$ cat config.mk
export PLATFORM = sky130hd
export DESIGN_NAME = ecc_err_logger
export DESIGN_NICKNAME = d
export VERILOG_FILES = /design/src/rtl/ecc_log_pkg.sv /design/src/rtl/ecc_hold_reg.sv /design/src/rtl/ecc_status_unit.sv /design/src/rtl/ecc_err_logger.sv
export SDC_FILE = /design/constraint.sdc
export NUM_CORES = 1
export LEC_CHECK = 0
export BUFFER_PORTS_ARGS = -buffer_cell sky130_fd_sc_hd__buf_2
export CELL_PAD_IN_SITES_DETAIL_PLACEMENT = 1
export CELL_PAD_IN_SITES_GLOBAL_PLACEMENT = 1
export CORE_MARGIN = 4
export CORE_UTILIZATION = 35
export DETAILED_ROUTE_END_ITERATION = 16
export PLACE_DENSITY_LB_ADDON = 0.2
export SLEW_MARGIN = 20
export SYNTH_ARGS = -nofsm -noshare
export SYNTH_HDL_FRONTEND = slang
export SYNTH_SLANG_ARGS = --single-unit
$ cat constraint.sdc
create_clock -name clk -period 1.55 [get_ports clk]
set_input_delay 0.2325 -clock clk [delete_from_list [all_inputs] [get_ports clk]]
set_output_delay 0.2325 -clock clk [all_outputs]
set_load 0.02 [all_outputs]
$ cat src/rtl/ecc_log_pkg.sv
package ecc_log_pkg;
  localparam int NT = 4;
  localparam int T_RNC = 0;
  localparam int T_FNC = 1;
  localparam int T_RSB = 2;
  localparam int T_FSB = 3;

  localparam logic [NT-1:0] FLASH_KINDS = 4'b1010;
  localparam logic [NT-1:0] RAM_KINDS   = 4'b0101;
  localparam logic [7:0]    CFG_MASK    = 8'h0F;

  localparam logic [3:0] A_CFG   = 4'd0;
  localparam logic [3:0] A_STAT  = 4'd1;
  localparam logic [3:0] A_FADDR = 4'd2;
  localparam logic [3:0] A_FMST  = 4'd3;
  localparam logic [3:0] A_FATTR = 4'd4;
  localparam logic [3:0] A_FDATA = 4'd5;
  localparam logic [3:0] A_RADDR = 4'd6;
  localparam logic [3:0] A_RSYND = 4'd7;
  localparam logic [3:0] A_RMST  = 4'd8;
  localparam logic [3:0] A_RATTR = 4'd9;
  localparam logic [3:0] A_RDATA = 4'd10;

  // Sort the raw error indications into the four kinds, by status bit.
  function automatic logic [NT-1:0] classify(logic f_vld, logic f_nc,
                                             logic r_vld, logic r_nc);
    logic [NT-1:0] k;
    k        = '0;
    k[T_RNC] = r_vld & r_nc;
    k[T_FNC] = f_vld & f_nc;
    k[T_RSB] = r_vld & ~r_nc;
    k[T_FSB] = f_vld & ~f_nc;
    return k;
  endfunction

  // A capture set loads when one of its kinds is reported with its flag clear.
  function automatic logic take_capture(logic [NT-1:0] ev, logic [NT-1:0] flags,
                                        logic [NT-1:0] sel);
    return |(ev & ~flags & sel);
  endfunction
endpackage

$ cat src/rtl/ecc_hold_reg.sv
module ecc_hold_reg #(
  parameter int W = 8
) (
  input  logic         clk,
  input  logic         rst_n,
  input  logic         load_i,
  input  logic [W-1:0] d_i,
  output logic [W-1:0] q_o
);
  logic [W-1:0] q_r;

  always_ff @(posedge clk or negedge rst_n) begin
    if (!rst_n)      q_r <= '0;
    else if (load_i) q_r <= d_i;
  end

  assign q_o = q_r;

  AST_HOLD_STABLE: assert property (@(posedge clk) disable iff (!rst_n)
    !load_i |=> $stable(q_o));
endmodule

$ cat src/rtl/ecc_status_unit.sv
module ecc_status_unit #(
  parameter int N = 4
) (
  input  logic         clk,
  input  logic         rst_n,
  input  logic [N-1:0] set_i,
  input  logic [N-1:0] clr_i,
  output logic [N-1:0] flags_o,
  output logic         irq_o
);
  logic [N-1:0] flags_q;

  // A new event outranks a clear of the same bit.
  always_ff @(posedge clk or negedge rst_n) begin
    if (!rst_n) flags_q <= '0;
    else        flags_q <= (flags_q & ~clr_i) | set_i;
  end

  assign flags_o = flags_q;
  assign irq_o   = |flags_q;

  AST_FLAG_STICKY: assert property (@(posedge clk) disable iff (!rst_n)
    ((flags_q & ~clr_i) != '0) |=>
      ((flags_q & $past(flags_q & ~clr_i)) == $past(flags_q & ~clr_i)));

  AST_IRQ_CAUSE: assert property (@(posedge clk) disable iff (!rst_n)
    $rose(irq_o) |-> $past(|set_i));
endmodule

$ cat src/rtl/ecc_err_logger.sv
module ecc_err_logger
  import ecc_log_pkg::*;
#(
  parameter int AW = 32,
  parameter int MW = 4,
  parameter int TW = 4,
  parameter int DW = 32,
  parameter int SW = 7,
  parameter bit ECC_PRESENT = 1'b1
) (
  input  logic          clk,
  input  logic          rst_n,
  input  logic          reg_we,
  input  logic [3:0]    reg_addr,
  input  logic [7:0]    reg_wdata,
  output logic [31:0]   reg_rdata,
  input  logic          flash_err_vld,
  input  logic          flash_err_multi,
  input  logic [AW-1:0] flash_addr,
  input  logic [MW-1:0] flash_master,
  input  logic [TW-1:0] flash_attr,
  input  logic [DW-1:0] flash_data,
  output logic          flash_bus_err,
  input  logic          ram_err_vld,
  input  logic          ram_err_multi,
  input  logic [AW-1:0] ram_addr,
  input  logic [MW-1:0] ram_master,
  input  logic [TW-1:0] ram_attr,
  input  logic [DW-1:0] ram_data,
  input  logic [SW-1:0] ram_syndrome,
  output logic          ram_bus_err,
  output logic          irq
);
  localparam int FW = AW + MW + TW + DW;
  localparam int RW = FW + SW;

  generate
    if (ECC_PRESENT) begin : g_ecc
      logic [7:0]    cfg_q;
      logic [NT-1:0] ev;
      logic [NT-1:0] clr;
      logic [NT-1:0] flags;
      logic          f_load;
      logic          r_load;
      logic [FW-1:0] f_cap;
      logic [RW-1:0] r_cap;

      always_ff @(posedge clk or negedge rst_n) begin
        if (!rst_n)                             cfg_q <= '0;
        else if (reg_we && reg_addr == A_CFG)   cfg_q <= reg_wdata & CFG_MASK;
      end

      assign ev     = classify(flash_err_vld, flash_err_multi, ram_err_vld, ram_err_multi)
                      & cfg_q[NT-1:0];
      assign clr    = (reg_we && reg_addr == A_STAT) ? reg_wdata[NT-1:0] : '0;
      assign f_load = take_capture(ev, flags, FLASH_KINDS);
      assign r_load = take_capture(ev, flags, RAM_KINDS);

      ecc_status_unit #(.N(NT)) u_status (
        .clk(clk), .rst_n(rst_n), .set_i(ev), .clr_i(clr),
        .flags_o(flags), .irq_o(irq)
      );

      ecc_hold_reg #(.W(FW)) u_flash_cap (
        .clk(clk), .rst_n(rst_n), .load_i(f_load),
        .d_i({flash_addr, flash_master, flash_attr, flash_data}), .q_o(f_cap)
      );

      ecc_hold_reg #(.W(RW)) u_ram_cap (
        .clk(clk), .rst_n(rst_n), .load_i(r_load),
        .d_i({ram_addr, ram_syndrome, ram_master, ram_attr, ram_data}), .q_o(r_cap)
      );

      assign flash_bus_err = flash_err_vld & flash_err_multi;
      assign ram_bus_err   = ram_err_vld & ram_err_multi;

      always_comb begin
        reg_rdata = '0;
        case (reg_addr)
          A_CFG:   reg_rdata = 32'(cfg_q);
          A_STAT:  reg_rdata = 32'(flags);
          A_FADDR: reg_rdata = 32'(f_cap[FW-1 -: AW]);
          A_FMST:  reg_rdata = 32'(f_cap[DW+TW+MW-1 -: MW]);
          A_FATTR: reg_rdata = 32'(f_cap[DW+TW-1 -: TW]);
          A_FDATA: reg_rdata = 32'(f_cap[DW-1:0]);
          A_RADDR: reg_rdata = 32'(r_cap[RW-1 -: AW]);
          A_RSYND: reg_rdata = 32'(r_cap[FW-AW+SW-1 -: SW]);
          A_RMST:  reg_rdata = 32'(r_cap[DW+TW+MW-1 -: MW]);
          A_RATTR: reg_rdata = 32'(r_cap[DW+TW-1 -: TW]);
          A_RDATA: reg_rdata = 32'(r_cap[DW-1:0]);
          default: reg_rdata = '0;
        endcase
      end

      for (genvar k = 0; k < NT; k++) begin : g_off
        AST_OFF_NO_FLAG: assert property (@(posedge clk) disable iff (!rst_n)
          (!cfg_q[k] && !flags[k]) |=> !flags[k]);
      end

      AST_BOTH_CAPTURED: assert property (@(posedge clk) disable iff (!rst_n)
        (ev[T_FNC] && !flags[T_FNC] && ev[T_RNC] && !flags[T_RNC]) |=>
          (f_cap[DW-1:0] == $past(flash_data) && r_cap[DW-1:0] == $past(ram_data)));
    end else begin : g_none
      assign reg_rdata     = '0;
      assign flash_bus_err = 1'b0;
      assign ram_bus_err   = 1'b0;
      assign irq           = 1'b0;
    end
  endgenerate
endmodule

==> flow_summary.json, run 1 <==
{
  "clk_path_buf_depth": 2,
  "worstPathRequired_ns": 1.32,
  "num_rows": 52,
  "rsz0062_at_grt": "true",
  "fp.dieArea_um2": 23400,
  "vias": 5767,
  "worstPathCellList": "mux2_4 -> a221o_1 -> nand2_2 -> o21ai_2 -> buf_6",
  "grt_first_pass_wirelength_um": 40200,
  "cp-end-kind": "output port",
  "grt_use_met2_pct": 38.9,
  "critPathKind": "reg2out",
  "drive_gt1_share_pct": 64.6,
  "synth_top_family_by_area": "multiplexers",
  "maxCapViolations": 0,
  "synth_simple_gate_area_share_pct": 5.04,
  "power_density_nw_per_um2": 1570,
  "antenna_found_initial": 4,
  "p_sw_uw": 5160,
  "max_slew_margin_pct": 78.1,
  "hpwl_um": 15200,
  "crit_slowest_cell": "dfrtp_1",
  "cts_buffers": 17,
  "place_ws_ns": -0.195,
  "vias_per_cell": 5.15,
  "cts_tree": "yes",
  "top_usage_layer": "met2",
  "intPower_uw": 12800,
  "cts.reportedPaths.clkPinSlew_ns": 0.07,
  "use_met3_pct": 6.11,
  "grt_usage_pct": 22.5,
  "synth-adder-area-share_pct": 0,
  "die_h_um": 153,
  "clock_skew_ns": 0.0119,
  "max_freq_ghz": 0.520,
  "cts.sinks": 159,
  "fin_ws_ns": -0.372,
  "htree_levels": 4,
  "startpoint_type": "flip-flop",
  "core_area_um2": 20400,
  "grt_util_met1_pct": 27.5,
  "pwr-share-clk_pct": 24.5,
  "leakagePower_uw": 0.00577,
  "synthXorXnorAreaFrac_pct": 0,
  "clock_latency_ns": 0.42,
  "synth_cell_types": 45,
  "layout_commonest_cell": "buf_2",
  "crit_family": "flip-flops",
  "ant_nets": 0,
  "grt_overflow": 0,
  "violations": "setup timing",
  "synth_nets": 694,
  "report.final.hold_viol_count": 0,
  "final_cell_mix": "164 x buf_2, 158 x dfrtp_1, 94 x mux2_4",
  "ir_drop_mv": 0.680,
  "wl_um": 27200,
  "hold_path.class": "in2reg",
  "synth_compound_area_share_pct": 6.78,
  "ys_ff_latch": 159,
  "critPathMaxFanout": 2,
  "die_w_um": 153,
  "final_nets": 1004,
  "route.detailed.drc": 0,
  "status": "finished with violations",
  "io_buffer_count": 200,
  "avgSynthCellArea_um2": 14.0,
  "fin_tns_setup_ns": -36.39,
  "reg2reg_slack_ns": -0.35,
  "period_share_pct": 124,
  "syn2layout_area_growth_pct": 56.0,
  "clockRootBuffer": "clkbuf_16",
  "routedWlPerCell_um": 24.3,
  "swShare_pct": 28.7,
  "tightest_slew_ns": 0.328,
  "p_comb_share_pct": 34.2,
  "seq_power_share_pct": 41.2,
  "syn_inst": 524,
  "ys_seq_area_share_pct": 54.2,
  "place.gp.congestion": 0.757,
  "setup_viol_count_final": 184,
  "muxShareOfSynthArea_pct": 30.5,
  "grt_pass1_vias": 6657,
  "initial_core_util_pct": 36.0,
  "drtIter0Drc": 238,
  "drv_slew": 0,
  "post_synth_instance_area_um2": 7340,
  "firstDrtPassIters": 4,
  "critPathMaxStageDelay_ns": 0.38,
  "crit_buf_inv": 1,
  "worstPathArrival_ns": 1.69,
  "ys_warn_count": 0,
  "grt_max_degree": 52,
  "io_pins": 205,
  "min_period_ns": 1.92
}
==> layout make-up <==
type	count	area [um2]
inverters	5	18.8
well taps	270	338
flip-flops and latches	159	3980
multi-input cells	327	3540
diodes	2	5.00
clock buffers	18	429
fillers	2063	8970
clock inverters	14	180
repair buffers	324	2960
==> metrics by stage <==
stage / cells / util, % / total power (uW) / hold WS (ns) / area, um2
3_5_place_dp: 1005 / 43.9 / 11400 / 0.144 / 8980
2_1_floorplan: 524 / - / 9970 / -0.0631 / 7360
5_1_grt: 1119 / 56.1 / 18900 / 0.0263 / 11500
3_3_place_gp: 1005 / 43.9 / 11100 / 0.136 / 8980
4_1_cts: 1096 / 55.1 / 17400 / 0.0161 / 11300
6_report: 1119 / 56.1 / 18000 / 0.0354 / 11500
==> power by group through the flow <==
stage	clock network [uW]	logic, uW	registers, uW
finish	4420	6160	7420
global route	4660	6560	7660
CTS	4490	5620	7320
detailed placement	0	4070	7330
global placement	0	3890	7190
floorplan	0	3040	6940
==> flip-flops by register name, indices dropped and copies added (netlist names) <==
name,flops
g_ecc.u_status.flags_o,4
g_ecc.cfg_q,4
g_ecc.u_ram_cap.q_o,79
g_ecc.u_flash_cap.q_o,72
==> cell usage after synthesis <==
master	instances	area share [%]
a21oi_1	3	0.20
buf_2	18	1.2
nor2_2	1	0.085
and2_1	2	0.17
inv_1	5	0.26
nor3_1	2	0.14
a221oi_1	1	0.12
or4_1	1	0.10
nand3_1	3	0.20
a22oi_1	1	0.10
mux4_2	1	0.31
nor3b_2	1	0.17
o21ai_4	1	0.22
nor4b_2	1	0.20
nand3b_1	2	0.20
o32ai_1	2	0.24
nor2b_1	1	0.085
clkbuf_1	1	0.051
o21ai_0	7	0.48
and3b_1	1	0.12
nor3b_1	4	0.41
o221ai_1	5	0.60
mux2i_1	38	5.2
dfrtp_1	159	54
nor2_1	28	1.4
nand2b_1	3	0.26
buf_6	11	1.7
a221o_1	25	3.4
buf_4	3	0.31
o21ai_2	1	0.12
a2bb2oi_1	2	0.24
a211o_1	1	0.12
a22o_1	2	0.24
o21a_1	1	0.10
mux2_4	15	3.1
a31oi_1	2	0.17
nand4bb_1	1	0.15
o22ai_1	2	0.17
a32o_1	1	0.14
nand2_1	18	0.92
nand2b_2	1	0.12
mux2_2	143	22
o2bb2ai_1	1	0.12
nand2b_4	1	0.19
or2_2	1	0.085
==> kinds of logic after synthesis <==
kind of cell           after synthesis
AOI/OAI and AO/OA                   58
buffers and inverters               38
DFF                                159
muxes                              197
and+or+nand+nor                     72
==> timing repair <==
item                                    CTS  global route
pin swaps                                10            11
cloned                                   25             5
endpoints found under the setup margin  184           184
hold buffers                              1             0
resized for setup                       190            47
endpoints found under the hold margin    34             0
buffers inserted                         33            30
==> path summary, 6_finish.rpt <==
kind,startpoint,cells after the start,to
worst max-delay path,g_ecc.u_flash_cap.q_o[40]$_DFFE_PN0P_,5,reg_rdata[0]
worst min-delay path,flash_addr[11],2,g_ecc.u_flash_cap.q_o[51]$_DFFE_PN0P_
worst max register to register,g_ecc.cfg_q[1]$_DFFE_PN0P_,8,g_ecc.u_flash_cap.q_o[42]$_DFFE_PN0P_
max in group asynchronous,rst_n,3,g_ecc.u_flash_cap.q_o[22]$_DFFE_PN0P_
min in group asynchronous,rst_n,2,g_ecc.u_ram_cap.q_o[52]$_DFFE_PN0P_
worst min register to register,g_ecc.u_ram_cap.q_o[32]$_DFFE_PN0P_,1,g_ecc.u_ram_cap.q_o[32]$_DFFE_PN0P_
==> metal layers <==
metal / share of wire (%) / wire, um / vias to the layer above
met3: 5.2 / 1430 / 45
met4: 2.1 / 568 / 4
li1: - / - / 2556
met2: 51 / 14000 / 177
met1: 41 / 11200 / 2985
met5: 0.099 / 27 / -
Power figures use the tool's default switching activity.
==> inputs of run 2 (changes only) <==
==> constraint.sdc (replaced) <==
create_clock -name clk -period 1.55 [get_ports clk]
set_input_delay 0.0775 -clock clk [delete_from_list [all_inputs] [get_ports clk]]
set_output_delay 0.0775 -clock clk [all_outputs]
set_load 0.02 [all_outputs]
==> run 2 against run 1 <==
Net effect:
- the flow still finishes with violations (setup timing)
- setup slack gained 0.13 ns
- design area up 9.0%
- first-iteration DRC count shrank 2.9%
- via count up 9.0%
- fmax is 7.3% higher
- flip-flop and latch count unchanged
- critical path depth up 1
- clock power about the same
- routed wire length is 7.5% higher
- critical path type unchanged
- critical endpoint is now reg_rdata[1]
- largest power group unchanged
==> flow_summary.json, run 2 (same netlist as run 1, synthesis figures left out) <==
{
  "status": "finished with violations",
  "violations": "setup timing",
  "route.met2.wl_um": 15700,
  "grt_usage_pct": 23.8,
  "cts.reportedPaths.clkPinSlew_ns": 0.06,
  "worstPathArrival_ns": 1.71,
  "cts.sinks": 159,
  "die_w_um": 153,
  "final_area_um2": 12500,
  "fin_ws_ns": -0.240,
  "wl_met1_um": 12000,
  "cp-end-kind": "output port",
  "maxCapViolations": 0,
  "report.final.hold_viol_count": 0,
  "ant_nets": 0,
  "startpoint_type": "flip-flop",
  "tightest_slew_ns": 0.484,
  "firstDrtPassIters": 4,
  "final_cell_mix": "173 x buf_2, 159 x dfrtp_1, 159 x dlygate4sd3_1",
  "hold_path.class": "in2reg",
  "clock_skew_ns": 0.00875,
  "routed.top_layer": "met4",
  "fin_total_pwr_uw": 18000,
  "critPathKind": "reg2out",
  "rsz0062_at_grt": "true",
  "htree_levels": 4,
  "final_nets": 1138,
  "io_pins": 205,
  "vias_per_cell": 5.03,
  "leakagePower_uw": 0.00617,
  "vias": 6286,
  "wl_um": 29200,
  "grt_first_pass_wirelength_um": 42900,
  "drtIter0Drc": 231,
  "fin_hold_ws_ns": 0.102,
  "routedWlPerCell_um": 23.4,
  "route.detailed.drc": 0,
  "cts_buffers": 17,
  "drv_slew": 0,
  "place.gp.congestion": 0.774,
  "min_period_ns": 1.79,
  "initial_core_util_pct": 36.0,
  "power_density_nw_per_um2": 1450,
  "met3_length_um": 1040,
  "io_buffer_count": 200,
  "drive_gt1_share_pct": 51.6,
  "core_area_um2": 20400,
  "hpwl_um": 15100,
  "ir_drop_mv": 0.707,
  "cts_tree": "yes",
  "setup_viol_count_final": 162,
  "max_slew_margin_pct": 67.7,
  "largest_reg_flops": 79,
  "clk_path_buf_depth": 2,
  "critPathMaxFanout": 2,
  "syn2layout_area_growth_pct": 70.0,
  "clock_latency_ns": 0.43,
  "place_area_um2": 8850,
  "max_freq_ghz": 0.559,
  "die_h_um": 153,
  "grt_pass1_vias": 7375,
  "num_rows": 52,
  "clockRootBuffer": "clkbuf_16",
  "grt_overflow": 0,
  "antenna_found_initial": 2,
  "fillers": 2045,
  "fin_tns_setup_ns": -19.67,
  "worstPathRequired_ns": 1.47,
  "period_share_pct": 115,
  "layout_commonest_cell": "buf_2",
  "grt_max_degree": 47,
  "fp.dieArea_um2": 23400
}
[run 2: layer usage]
metal / vias up / track usage (%)
met5: - / 0
li1: 2822 / -
met3: 37 / 4.18
met1: 3250 / 28.3
met4: 0 / 7.34
met2: 177 / 43.7
[run 2: worst max-delay path: stages, from the launching register on]
cell and delay, ns:
dfrtp_1 0.39, buf_6 0.12, nor3b_4 0.13, a31oi_1 0.18, o221ai_1 0.16, a2bb2oi_2 0.17
buf_6 0.13
[run 2: path summary, 6_finish.rpt]
path / depth (start not counted) / endpoint / start / slack [ns]
min reg2reg: 1 / g_ecc.u_ram_cap.q_o[43]$_DFFE_PN0P_ / g_ecc.u_ram_cap.q_o[43]$_DFFE_PN0P_ / 0.50
min: 3 / g_ecc.u_status.flags_o[0]$_DFF_PN0_ / ram_err_multi / 0.10
max: 6 / reg_rdata[1] / g_ecc.cfg_q[1]$_DFFE_PN0P_ / -0.24
min in group asynchronous: 2 / g_ecc.u_flash_cap.q_o[45]$_DFFE_PN0P_ / rst_n / 0.17
max in group asynchronous: 3 / g_ecc.u_ram_cap.q_o[75]$_DFFE_PN0P_ / rst_n / 0.75
max reg2reg: 7 / g_ecc.u_ram_cap.q_o[37]$_DFFE_PN0P_ / g_ecc.u_status.flags_o[0]$_DFF_PN0_ / -0.22
[run 2: where the power goes]
part | leakage, uW | internal, uW | switching (uW)
logic | 0.00397 | 4100 | 2120
clock network | 0.000295 | 2650 | 1770
registers | 0.00190 | 6190 | 1220
[run 2: repair_timing]
| action | in CTS | in global routing |
|---|---|---|
| gates cloned | 15 | 6 |
| hold endpoints to repair | 216 | 0 |
| setup buffers | 20 | 29 |
| pin swaps | 8 | 9 |
| setup endpoints to repair | 149 | 184 |
| gates resized for setup | 124 | 73 |
| hold buffers | 159 | 0 |
[run 2: metrics by stage]
step	instances	setup slack, ns	utilization, %
after floorplan	524	0.0335	-
after global placement	998	-0.0536	43.3
after detailed placement	998	-0.0883	43.3
after CTS	1220	-0.269	58.9
after global routing	1250	-0.330	61.1
final	1250	-0.240	61.1
[run 2: layout make-up]
class	instances	area, um2	share of cell area (%)
antenna	2	5.00	0.0401
clock buffer	20	467	3.74
clock inverter	9	134	1.07
inverter	5	18.8	0.150
multi-input combinational	327	3440	27.5
sequential	159	3980	31.9
tap	270	338	2.71
timing repair buffer	458	4110	32.9
==> inputs of run 3 (changes only) <==
==> constraint.sdc (replaced) <==
create_clock -name clk -period 1.55 [get_ports clk]
set_input_delay 0.155 -clock clk [delete_from_list [all_inputs] [get_ports clk]]
set_output_delay 0.155 -clock clk [all_outputs]
set_load 0.02 [all_outputs]
==> run 3 against run 2 <==
Net effect:
- the flow still finishes with violations (setup timing)
- setup slack got worse by 0.14 ns
- sequential share of layout area fell by 1.4 points
- first-iteration DRC count rose by 17%
- routed wire length rose by 10%
- worst hold slack got worse by 0.061 ns
- flip-flop and latch count did not move
- largest power group unchanged
- highest routed layer unchanged
==> flow_summary.json, run 3 (same netlist as run 1, synthesis figures left out) <==
{
  "cp-end-kind": "output port",
  "violations": "setup timing",
  "cts.sinks": 159,
  "max_freq_ghz": 0.518,
  "io_buffer_count": 200,
  "hold_path.class": "in2reg",
  "route.detailed.drc": 0,
  "clk_path_buf_depth": 2,
  "critPathMaxFanout": 2,
  "report.final.hold_viol_count": 0,
  "startpoint_type": "flip-flop",
  "firstDrtPassIters": 4,
  "critPathKind": "reg2out",
  "cts_buffers": 17,
  "antenna_found_initial": 0,
  "use_met3_pct": 6.05,
  "final_nets": 1159,
  "worstPathArrival_ns": 1.78,
  "place.gp.congestion": 0.779,
  "num_rows": 52,
  "cts_tree": "yes",
  "clock_skew_ns": 0.0133,
  "hpwl_um": 15100,
  "max_slew_margin_pct": 72.5,
  "reg2reg_slack_ns": -0.29,
  "antenna_cells": 0,
  "worstPathRequired_ns": 1.39,
  "ir_drop_mv": 0.741,
  "vias": 6535,
  "routedWlPerCell_um": 25.3,
  "grt_overflow": 0,
  "tightest_slew_ns": 0.411,
  "leakagePower_uw": 0.00655,
  "whs_endpoint": "g_ecc.u_status.flags_o[3]$_DFF_PN0_",
  "grt_pass1_vias": 7757,
  "grt_usage_pct": 26.2,
  "fillers": 1992,
  "drv_slew": 0,
  "top_usage_layer": "met2",
  "die_h_um": 153,
  "layout_commonest_cell": "buf_2",
  "status": "finished with violations",
  "setup_viol_count_final": 180,
  "syn2layout_area_growth_pct": 78.1,
  "min_period_ns": 1.93,
  "grt_use_met2_pct": 48.3,
  "clockRootBuffer": "clkbuf_16",
  "reg2reg_to": "g_ecc.u_flash_cap.q_o[3]$_DFFE_PN0P_",
  "power_density_nw_per_um2": 1450,
  "holdPathStages": 3,
  "grt_max_degree": 47,
  "io_pins": 205,
  "period_share_pct": 125,
  "wl_um": 32200,
  "fp.dieArea_um2": 23400,
  "die_w_um": 153,
  "cts.reportedPaths.clkPinSlew_ns": 0.06,
  "fin_ws_ns": -0.380,
  "vias_per_cell": 5.14,
  "initial_core_util_pct": 36.0,
  "clock_latency_ns": 0.43,
  "final_cell_mix": "165 x buf_2, 158 x dfrtp_1, 157 x dlygate4sd3_1",
  "htree_levels": 4,
  "ant_nets": 0,
  "r2r-start": "g_ecc.cfg_q[1]$_DFFE_PN0P_",
  "grt_first_pass_wirelength_um": 46700,
  "largest_reg_flops": 79,
  "core_area_um2": 20400,
  "drtIter0Drc": 271,
  "hold_start": "flash_err_vld",
  "grt_util_met1_pct": 29.3,
  "reg2reg_depth": 7,
  "rsz0062_at_grt": "true",
  "fin_total_pwr_uw": 19000,
  "place_ws_ns": -0.0821,
  "maxCapViolations": 0,
  "drive_gt1_share_pct": 54.1
}
run 3: cell type report:
class | instances | area [um2] | share of cell area [%]
inverters | 5 | 18.8 | 0.143
clock buffers | 19 | 453 | 3.46
well taps | 270 | 338 | 2.58
clock inverters | 13 | 161 | 1.23
multi-input cells | 327 | 3640 | 27.8
flip-flops and latches | 159 | 3980 | 30.4
repair buffers | 479 | 4490 | 34.3
run 3: stage by stage:
step                TNS, ns  area, um2  utilization, %  hold WS [ns]  std cells
global placement      -3.66       8940            43.8        0.0673       1000
floorplan                 0       7340               -        -0.141        524
global route         -43.89      13100            64.0        0.0379       1272
finish               -37.44      13100            64.0        0.0406       1272
CTS                  -37.63      12700            62.0      0.000921       1250
detailed placement    -6.22       8940            43.8        0.0724       1000
run 3: what timing repair did:
action	CTS	global route
gates cloned	26	2
gates resized for setup	145	130
setup buffers	38	36
hold endpoints to repair	293	3
hold buffers	154	3
setup endpoints to repair	180	184
pin swaps	6	11
run 3: worst max path at each step:
stage | startpoint | end | slack (ns) | cells after the start
floorplan | g_ecc.cfg_q[1]$_DFFE_PN0P_ | g_ecc.u_flash_cap.q_o[46]$_DFFE_PN0P_ | 0.03 | 4
global placement | reg_addr[0] | reg_rdata[31] | -0.09 | 7
detailed placement | g_ecc.cfg_q[1]$_DFFE_PN0P_ | g_ecc.u_flash_cap.q_o[27]$_DFFE_PN0P_ | -0.08 | 4
CTS | g_ecc.u_ram_cap.q_o[2]$_DFFE_PN0P_ | reg_rdata[2] | -0.34 | 5
global route | g_ecc.cfg_q[2]$_DFFE_PN0P_ | reg_rdata[2] | -0.45 | 6
finish | g_ecc.cfg_q[1]$_DFFE_PN0P_ | reg_rdata[1] | -0.38 | 6
run 3: power breakdown:
group          internal, uW  switching, uW  total (uW)  leakage [uW]
Sequential             6190           1370        7560       0.00190
Clock                  2630           1830        4460      0.000303
Combinational          4620           2370        6990       0.00434
run 3: routing by layer:
layer,vias to the layer above,wire [um]
met1,3375,12400
met2,222,17400
met4,0,944
met5,-,0
li1,2874,-
met3,64,1430
run 3: worst max-delay path: stages (launching register included):
cell       delay [ns]
dfrtp_1          0.37
buf_4            0.13
nor3b_1          0.17
a31oi_1          0.08
o221ai_2         0.23
a2bb2oi_2        0.20
buf_4            0.17
